$ cat config.mk
export PLATFORM = sky130hd
export DESIGN_NAME = cfg_port_unlock
export DESIGN_NICKNAME = d
export VERILOG_FILES = /design/src/rtl/cfg_port_unlock.sv
export SDC_FILE = /design/constraint.sdc
export NUM_CORES = 1
export LEC_CHECK = 0
export CORE_MARGIN = 2
export CORE_UTILIZATION = 47
export CTS_BUF_LIST = sky130_fd_sc_hd__clkbuf_4 sky130_fd_sc_hd__clkbuf_8
export DETAILED_ROUTE_END_ITERATION = 8
export DONT_BUFFER_PORTS = 1
export SYNTH_ARGS = -nofsm -noshare
export SYNTH_HDL_FRONTEND = slang
export SYNTH_SLANG_ARGS = --single-unit
$ cat constraint.sdc
create_clock -name clk -period 2.2 [get_ports clk]
set_input_delay 0.22 -clock clk [delete_from_list [all_inputs] [get_ports clk]]
set_output_delay 0.22 -clock clk [all_outputs]
set_load 0.1 [all_outputs]
$ cat src/rtl/cfg_port_unlock.sv
module cfg_port_unlock #(
  parameter logic [15:0] CHIP_ID  = 16'hA5C3,
  parameter logic [3:0]  CHIP_REV = 4'h3,
  parameter logic [7:0]  LDN_A    = 8'h07,
  parameter logic [7:0]  LDN_B    = 8'h09,
  parameter logic [7:0]  LDN_C    = 8'h0A
) (
  input  logic        clk,
  input  logic        rst_n,
  input  logic        io_wr,
  input  logic        io_rd,
  input  logic        io_addr,
  input  logic [7:0]  io_wdata,
  output logic [7:0]  io_rdata,
  output logic [2:0]  dev_act,
  output logic [47:0] dev_base
);
  localparam int NDEV = 3;

  logic        unl;
  logic [1:0]  kcnt;
  logic [7:0]  idx, ldn, key_b, rv;
  logic [NDEV-1:0] act;
  logic [15:0] base [NDEV];
  logic        hit;
  logic [1:0]  sel;

  wire iw = io_wr & ~io_addr;
  wire dw = io_wr & io_addr & unl;

  always_comb
    case (kcnt)
      2'd0:    key_b = 8'h87;
      2'd1:    key_b = 8'h01;
      default: key_b = 8'h55;
    endcase

  always_comb begin
    hit = 1'b1;
    sel = 2'd0;
    case (ldn)
      LDN_A:   sel = 2'd0;
      LDN_B:   sel = 2'd1;
      LDN_C:   sel = 2'd2;
      default: hit = 1'b0;
    endcase
  end

  always_ff @(posedge clk) begin
    if (!rst_n) begin
      unl  <= 1'b0;
      kcnt <= 2'd0;
      idx  <= 8'h00;
      ldn  <= 8'h00;
      act  <= '0;
      for (int i = 0; i < NDEV; i++) base[i] <= 16'h0000;
    end else begin
      if (iw) begin
        if (!unl) begin
          if (io_wdata == key_b) begin
            if (kcnt == 2'd3) begin
              unl  <= 1'b1;
              kcnt <= 2'd0;
            end else kcnt <= kcnt + 2'd1;
          end else kcnt <= (io_wdata == 8'h87) ? 2'd1 : 2'd0;
        end else idx <= io_wdata;
      end
      if (dw)
        case (idx)
          8'h02: if (io_wdata == 8'h02) unl <= 1'b0;
          8'h07: ldn <= io_wdata;
          8'h30: if (hit) act[sel] <= io_wdata[0];
          8'h60: if (hit) base[sel][15:8] <= io_wdata;
          8'h61: if (hit) base[sel][7:0]  <= io_wdata;
          default: ;
        endcase
    end
  end

  always_comb begin
    if (!unl)          rv = 8'hFF;
    else if (!io_addr) rv = idx;
    else
      case (idx)
        8'h07:   rv = ldn;
        8'h20:   rv = CHIP_ID[15:8];
        8'h21:   rv = CHIP_ID[7:0];
        8'h22:   rv = {4'h0, CHIP_REV};
        8'h30:   rv = hit ? {7'b0, act[sel]} : 8'h00;
        8'h60:   rv = hit ? base[sel][15:8] : 8'h00;
        8'h61:   rv = hit ? base[sel][7:0]  : 8'h00;
        default: rv = 8'h00;
      endcase
  end

  assign io_rdata = io_rd ? rv : 8'h00;
  assign dev_act  = act;

  for (genvar g = 0; g < NDEV; g++) begin : g_base
    assign dev_base[16*g +: 16] = base[g];
  end


  key_unlock_chk: assert property (@(posedge clk) disable iff (!rst_n)
    $rose(unl) |-> $past(iw && io_wdata == 8'h55 && kcnt == 2'd3));


  exit_lock_chk: assert property (@(posedge clk) disable iff (!rst_n)
    (dw && idx == 8'h02 && io_wdata == 8'h02) |=> !unl);


  locked_ignore_chk: assert property (@(posedge clk) disable iff (!rst_n)
    (!unl && io_wr && io_addr) |=> ($stable(dev_act) && $stable(dev_base) && $stable(ldn)));


  act_src_chk: assert property (@(posedge clk) disable iff (!rst_n)
    !$stable(dev_act) |-> $past(dw && idx == 8'h30));


  ldn_src_chk: assert property (@(posedge clk) disable iff (!rst_n)
    !$stable(ldn) |-> $past(dw && idx == 8'h07));
endmodule

# Word level (Yosys, flattened, before mapping)
# Memory sizes are Yosys's and may differ from the RTL's.
# Index checks and enable logic that the tools add are counted.
# Widths: inputs -> output; s select.
# word_totals
n_memories,1
ramBits,48
ff_bits,22
# mem_list
memory,depth,word_bits,rd,rd_ports_with_merged_regs,wr,line_no,source
base,3,16,4,0,3,24,logic [15:0] base [NDEV];
# op_classes
addsub,1
n_reduce_logical,8
n_lt_le_gt_ge,2
eq_ne,16
mux,38
bitwise_logic,5
# ops
operator,count
$pmux 8 s7,1
$mux 8,5
$eq 8x6->1 const B,4
$mux 1,22
$eq 8x2->1 const B,2
$eq 8x3->1 const B,2
$eq 8x4->1 const B,2
$eq 8x7->1 const B,2
$mux 16,1
$pmux 8 s2,1
$reduce_or 16->1,1
$eq 8x8->1,1
$eq 8x8->1 const B,1
$mux 2,4
$reduce_and 2->1,3
$pmux 2 s2,1
$and 1x1->1,3
$bwmux 3,1
$lt 2x3->1 const B,1
$reduce_and 3->1,1
$reduce_or 3->1,1
$add 2x1->2 const B,1
$bmux 1 s2,1
$demux 1 s2,1
other kinds (6),7

# Longest topological paths before layout
# logic_depth
word_depth,10
depth_mapped,7

# Worst setup path after synthesis
# OpenSTA, ideal clock, no wires.
# synth_path
path_type,register to output
from,register ldn[4]
to,output port io_rdata[2]
arrival_ns,4.107
t_required_ns,1.980
path_slack_ns,-2.127
path_stages_with_launch,8
cell_sequence,dfxtp_1 > or4_1 > buf_2 > nor2_1 > buf_2 > buf_2 > o221ai_1 > a311oi_1
# synth_via
elab_chain_len,8
word_cells_on_any_way,13
# synth_lines
item,line_no,source
"start, declared",22,"logic [7:0] idx, ldn, key_b, rv;"
"start signal, assigned",71,8'h07: ldn <= io_wdata;
$eq 8x4->1 / $eq 8x3->1 (equally long branches),41,case (ldn)
$pmux 2 s2 / $reduce_or 3->1 (equally long branches),--,
$mem_v2 3x16 / $mux 1 (equally long branches),--,
$mux 8 (on tied branches),"91, 90",
$pmux 8 s7 (*),84,case (idx)
$mux 8 (*),82,else if (!io_addr) rv = idx;
$mux 8 (*),81,if (!unl) rv = 8'hFF;
$mux 8 (*),96,assign io_rdata = io_rd ? rv : 8'h00;
"end, declared",14,"output logic [7:0] io_rdata,"
# Mark *: on every way between the ends. The rest lies on a longest branch, timed or not.

# Final worst setup path
# layout_path
from,register ldn[7]
to,output port io_rdata[3]
# The elaborated chain is that of the path after synthesis.

==> results.env <==
COMMONEST_CELLS_AFTER_ROUTING_FILL_AND_TAPS_ASIDE='sky130_fd_sc_hd__buf_4 (114), sky130_fd_sc_hd__nor2_1 (57), sky130_fd_sc_hd__and2_1 (49)'
SYNTH_AREA_PER_CELL_UM2=9.33
CHIP_HEIGHT_UM=96.9
WORSTPATHCELLLIST='or4_4 > buf_6 > or3_4 > o21ai_2 > o21ai_2 > a311oi_4 > buf_12'
INITIAL_CORE_UTIL_PCT=48.9
FINAL_PERIOD_MINUS_WORST_SETUP_SLACK_NS=2.70
PLACE.PORT_BUFFERS=0
FLOORPLAN.DIE.WIDTH_UM=96.9
SYNTH_MUX_AREA_SHARE_PCT=4.44
CP_DATA_REQUIRED_TIME_NS=1.98
SYNTH_FP_NETS=453
SYNTHESIS.AREA_UM2=4060
POST-ROUTE-DRC-COUNT=0
SETUP_VIOL=8
ACTUAL_SLEW_AT_THE_WORST_MAX_SLEW_PIN_NS=0.736
SYNTHARSTFLOPSHARE_PCT=0
WIRELENGTH_UM=13700
CLOCK_INSERTION_DELAY_WORST_SKEW_NS=0.35
CRITICAL_PATH_PEAK_FANOUT=5
LEAKAGEPOWER_nW=2.42
SETUP_WS_NS=-0.498
FIN_TOTAL_PWR_mW=3.03
WORST_PATH_LARGEST_CELL_DELAY_NS=0.53
YOSYSTOPAREACELL='sky130_fd_sc_hd__edfxtp_1'
VIAS_PER_CELL=6.08
CRIT_PATH_START_KIND='register'
CTS_INSERTED_BUFFERS=9
FINAL.SETUP_SKEW_NS=0.00742
POWER-PER-CELL-AREA_nW_PER_UM2=502
CP.ARRIVAL_NS=2.48
GRT_SETUP_UNREPAIRED='true'
DRT_FIRST_ITER_VIOLATIONS=299
ROOT_BUFFER='sky130_fd_sc_hd__clkbuf_8'
FINISH.NET_COUNT=569
NUMBER_OF_WARNINGS_REPORTED_IN_THE_YOSYS_SYNTHESIS_LOG=0
OUTCOME='finished, violations left'
LAYOUT.CELLS.MOST_COMMON='sky130_fd_sc_hd__buf_4'
VIOLATIONS='negative setup slack'
SEQ_AREA_FRAC_SYNTH_PCT=46.3
VDD_IR_DROP_MAX_V=0.000417
CTS_TREE='built'
GRT_PASS1_WL_UM=21400
YOSYS.AREA_SHARE.XOR_XNOR_PCT=0.647
AREA_OF_THE_DIE_UM2=9400
DESIGN.CORE.AREA_UM2=8300
CLKTRANSATPATHREGS_NS=0.07
PLACEMENTROWS=33
AREA_GROWTH_FROM_SYNTHESIS_TO_LAYOUT_PCT=49.0
MAIN_COMBINATIONAL_CELL_FAMILY_BY_AREA_AFTER_SYNTHESIS='simple AND/OR/NAND/NOR gates'
SYNTH.LIB_CELLS_USED.DISTINCT=45
FIRST_GLOBAL_VIAS=3960
HOLD-WORST-SLACK_NS=0.0216
NUMCLOCKSINKS=70
YS.FLOP_TYPE='sky130_fd_sc_hd__edfxtp_1'
TIMING.MAX_CAP.VIOLATIONS=0
ANTENNADIODECOUNT=0
VIA_COUNT=4022
CELL_COUNT_AFTER_SYNTHESIS=435
REPORT.FINAL.SLEW_VIOL_COUNT=0
SYNTH-ADDER-AREA-SHARE_PCT=1.54
HOLDBUFCOUNTCTS=0
FINAL.PERIOD_UTILIZATION_PCT=123
POST_SYNTH_AND_OR_NAND_NOR_AREA_FRACTION_PCT=25.0
CRITPATHSLOWESTCELL='sky130_fd_sc_hd__or4_4'
WORSTSETUPPATHTYPE='reg2out'
DETAIL_ROUTE.FIRST_PASS.ITERATIONS=6
DP_SLACK_NS=-0.222
RELSLEWSLACK_PCT=50.9
ANTENNA_FOUND_INITIAL=0
GRTUSAGETOTAL_PCT=29.0
POSTSYNTHREGISTERBITS=70
POST_ROUTE_CELLS_DRIVE_ABOVE_1_SHARE_PCT=42.3
FINALHOLDVIOLATIONS=0
POST_SYNTH_EDFFS=48
DP.FINAL_HPWL_UM=9980
GPL.FINAL_WEIGHTED_CONGESTION=0.944
GRT_MAX_DEGREE=23
WORST_HOLD_PATH_TYPE='in2reg'
SYNTH_TOP_AREA_SHARE_PCT=35.5
SYNTHTOPCELLSBYAREA='sky130_fd_sc_hd__edfxtp_1 (36%), sky130_fd_sc_hd__dfxtp_1 (11%), sky130_fd_sc_hd__and2_1 (7.6%), sky130_fd_sc_hd__nor2_1 (5.5%), sky130_fd_sc_hd__mux2i_1 (4.4%)'
HTREE_LEVELS=3
GRT_OVERFLOW_TOTAL=0
FMAXACHIEVABLE_MHz=371
COMPOUND_GATE_FRACTION_OF_SYNTH_AREA_PCT=16.9
CRITPATHCAPTURETYPE='primary output'
ANT_NETS=0
I_O_PINS=72
CLOCKBUFFERDEPTH=2
WL_PER_CELL_UM=20.8
CRIT_TOP_CELL='sky130_fd_sc_hd__o21ai_2'
sequential cells by signal (all words and copies together) (netlist names):
signal   count
unl          1
ldn          8
kcnt         2
base        48
idx          8
dev_act      3
cell type report:
class / instances / area (µm²)
clock inverter: 5 / 27.5
inverter: 22 / 82.6
fill: 646 / 2250
multi-input combinational: 311 / 2530
clock buffer: 11 / 139
tap: 105 / 131
timing repair buffer: 137 / 1250
sequential: 70 / 1900
critical path: cells and delay by family (launching register included):
family          cells  cell delay, ns
buf+inv             2            0.37
compound gates      3            0.57
simple gates        2            0.87
flops               1            0.33
power breakdown:
| group | leakage (nW) | total [mW] | switching (mW) | internal (mW) |
|---|---|---|---|---|
| Clock | 0.0897 | 0.917 | 0.490 | 0.427 |
| Sequential | 0.637 | 1.49 | 0.0452 | 1.45 |
| Combinational | 1.69 | 0.625 | 0.490 | 0.135 |
| Total | 2.42 | 3.03 | 1.03 | 2.01 |
kinds of logic (layout without fill, tap and decap cells):
group | count (synthesis) | count (layout)
flops | 70 | 70
buf+inv | 54 | 175
compound gates | 100 | 100
xor+xnor | 3 | 3
simple gates | 185 | 185
fa+ha+maj | 5 | 5
mux | 18 | 18
worst paths after layout:
| kind | start | slack, ns | cells past startpoint | end |
|---|---|---|---|---|
| setup / recovery | ldn[7] | -0.50 | 7 | io_rdata[3] |
| setup reg to reg | ldn[2] | 0.06 | 7 | base[1][12] |
| hold reg to reg | kcnt[1] | 0.52 | 2 | kcnt[1] |
| hold / removal | io_wdata[5] | 0.02 | 2 | idx[5] |
per-stage QoR:
| stage | utilization [%] | area [µm²] | std cells | TNS (ns) |
|---|---|---|---|---|
| after detailed placement | 67.0 | 5560 | 640 | -3.42 |
| after global routing | 72.9 | 6050 | 661 | -4.71 |
| final | 72.9 | 6050 | 661 | -3.55 |
| after CTS | 71.3 | 5910 | 657 | -3.73 |
| after floorplan | - | 4400 | 435 | -4.09 |
| after global placement | 67.0 | 5560 | 640 | -1.44 |
Yosys cell counts (2+ instances only):
master	count
sky130_fd_sc_hd__mux2i_1	18
sky130_fd_sc_hd__clkbuf_1	27
sky130_fd_sc_hd__o211ai_1	2
sky130_fd_sc_hd__nor3_1	11
sky130_fd_sc_hd__inv_1	22
sky130_fd_sc_hd__nor4b_1	2
sky130_fd_sc_hd__o21ai_0	26
sky130_fd_sc_hd__o221ai_1	13
sky130_fd_sc_hd__dfxtp_1	22
sky130_fd_sc_hd__nor4_1	22
sky130_fd_sc_hd__and2_1	49
sky130_fd_sc_hd__a31oi_1	2
sky130_fd_sc_hd__buf_2	3
sky130_fd_sc_hd__a21oi_1	19
sky130_fd_sc_hd__o32ai_1	2
sky130_fd_sc_hd__nand3_1	9
sky130_fd_sc_hd__and3_1	2
sky130_fd_sc_hd__a211oi_1	7
sky130_fd_sc_hd__nor2b_1	3
sky130_fd_sc_hd__nor2_1	60
sky130_fd_sc_hd__nand4_1	5
sky130_fd_sc_hd__edfxtp_1	48
sky130_fd_sc_hd__xor2_1	3
sky130_fd_sc_hd__nor4_2	2
sky130_fd_sc_hd__a311oi_1	9
sky130_fd_sc_hd__a221oi_1	13
sky130_fd_sc_hd__buf_1	2
sky130_fd_sc_hd__or3_1	3
sky130_fd_sc_hd__ha_1	5
sky130_fd_sc_hd__nand2_1	7
sky130_fd_sc_hd__nand2b_1	3
per-layer routing:
metal / vias up / global-route usage, % / part of all wire (%)
li1: 1860 / - / -
met1: 1925 / 37.5 / 40
met2: 200 / 47.0 / 49
met3: 37 / 6.14 / 7.8
met4: 0 / 12.4 / 3.4
met5: - / 0 / 0
what timing repair did:
item	CTS	global route
pin swaps	11	13
gates resized for setup	34	20
hold endpoints to repair	0	0
endpoints found under the setup margin	60	57
setup buffers	2	4
Power figures use the tool's default switching activity.
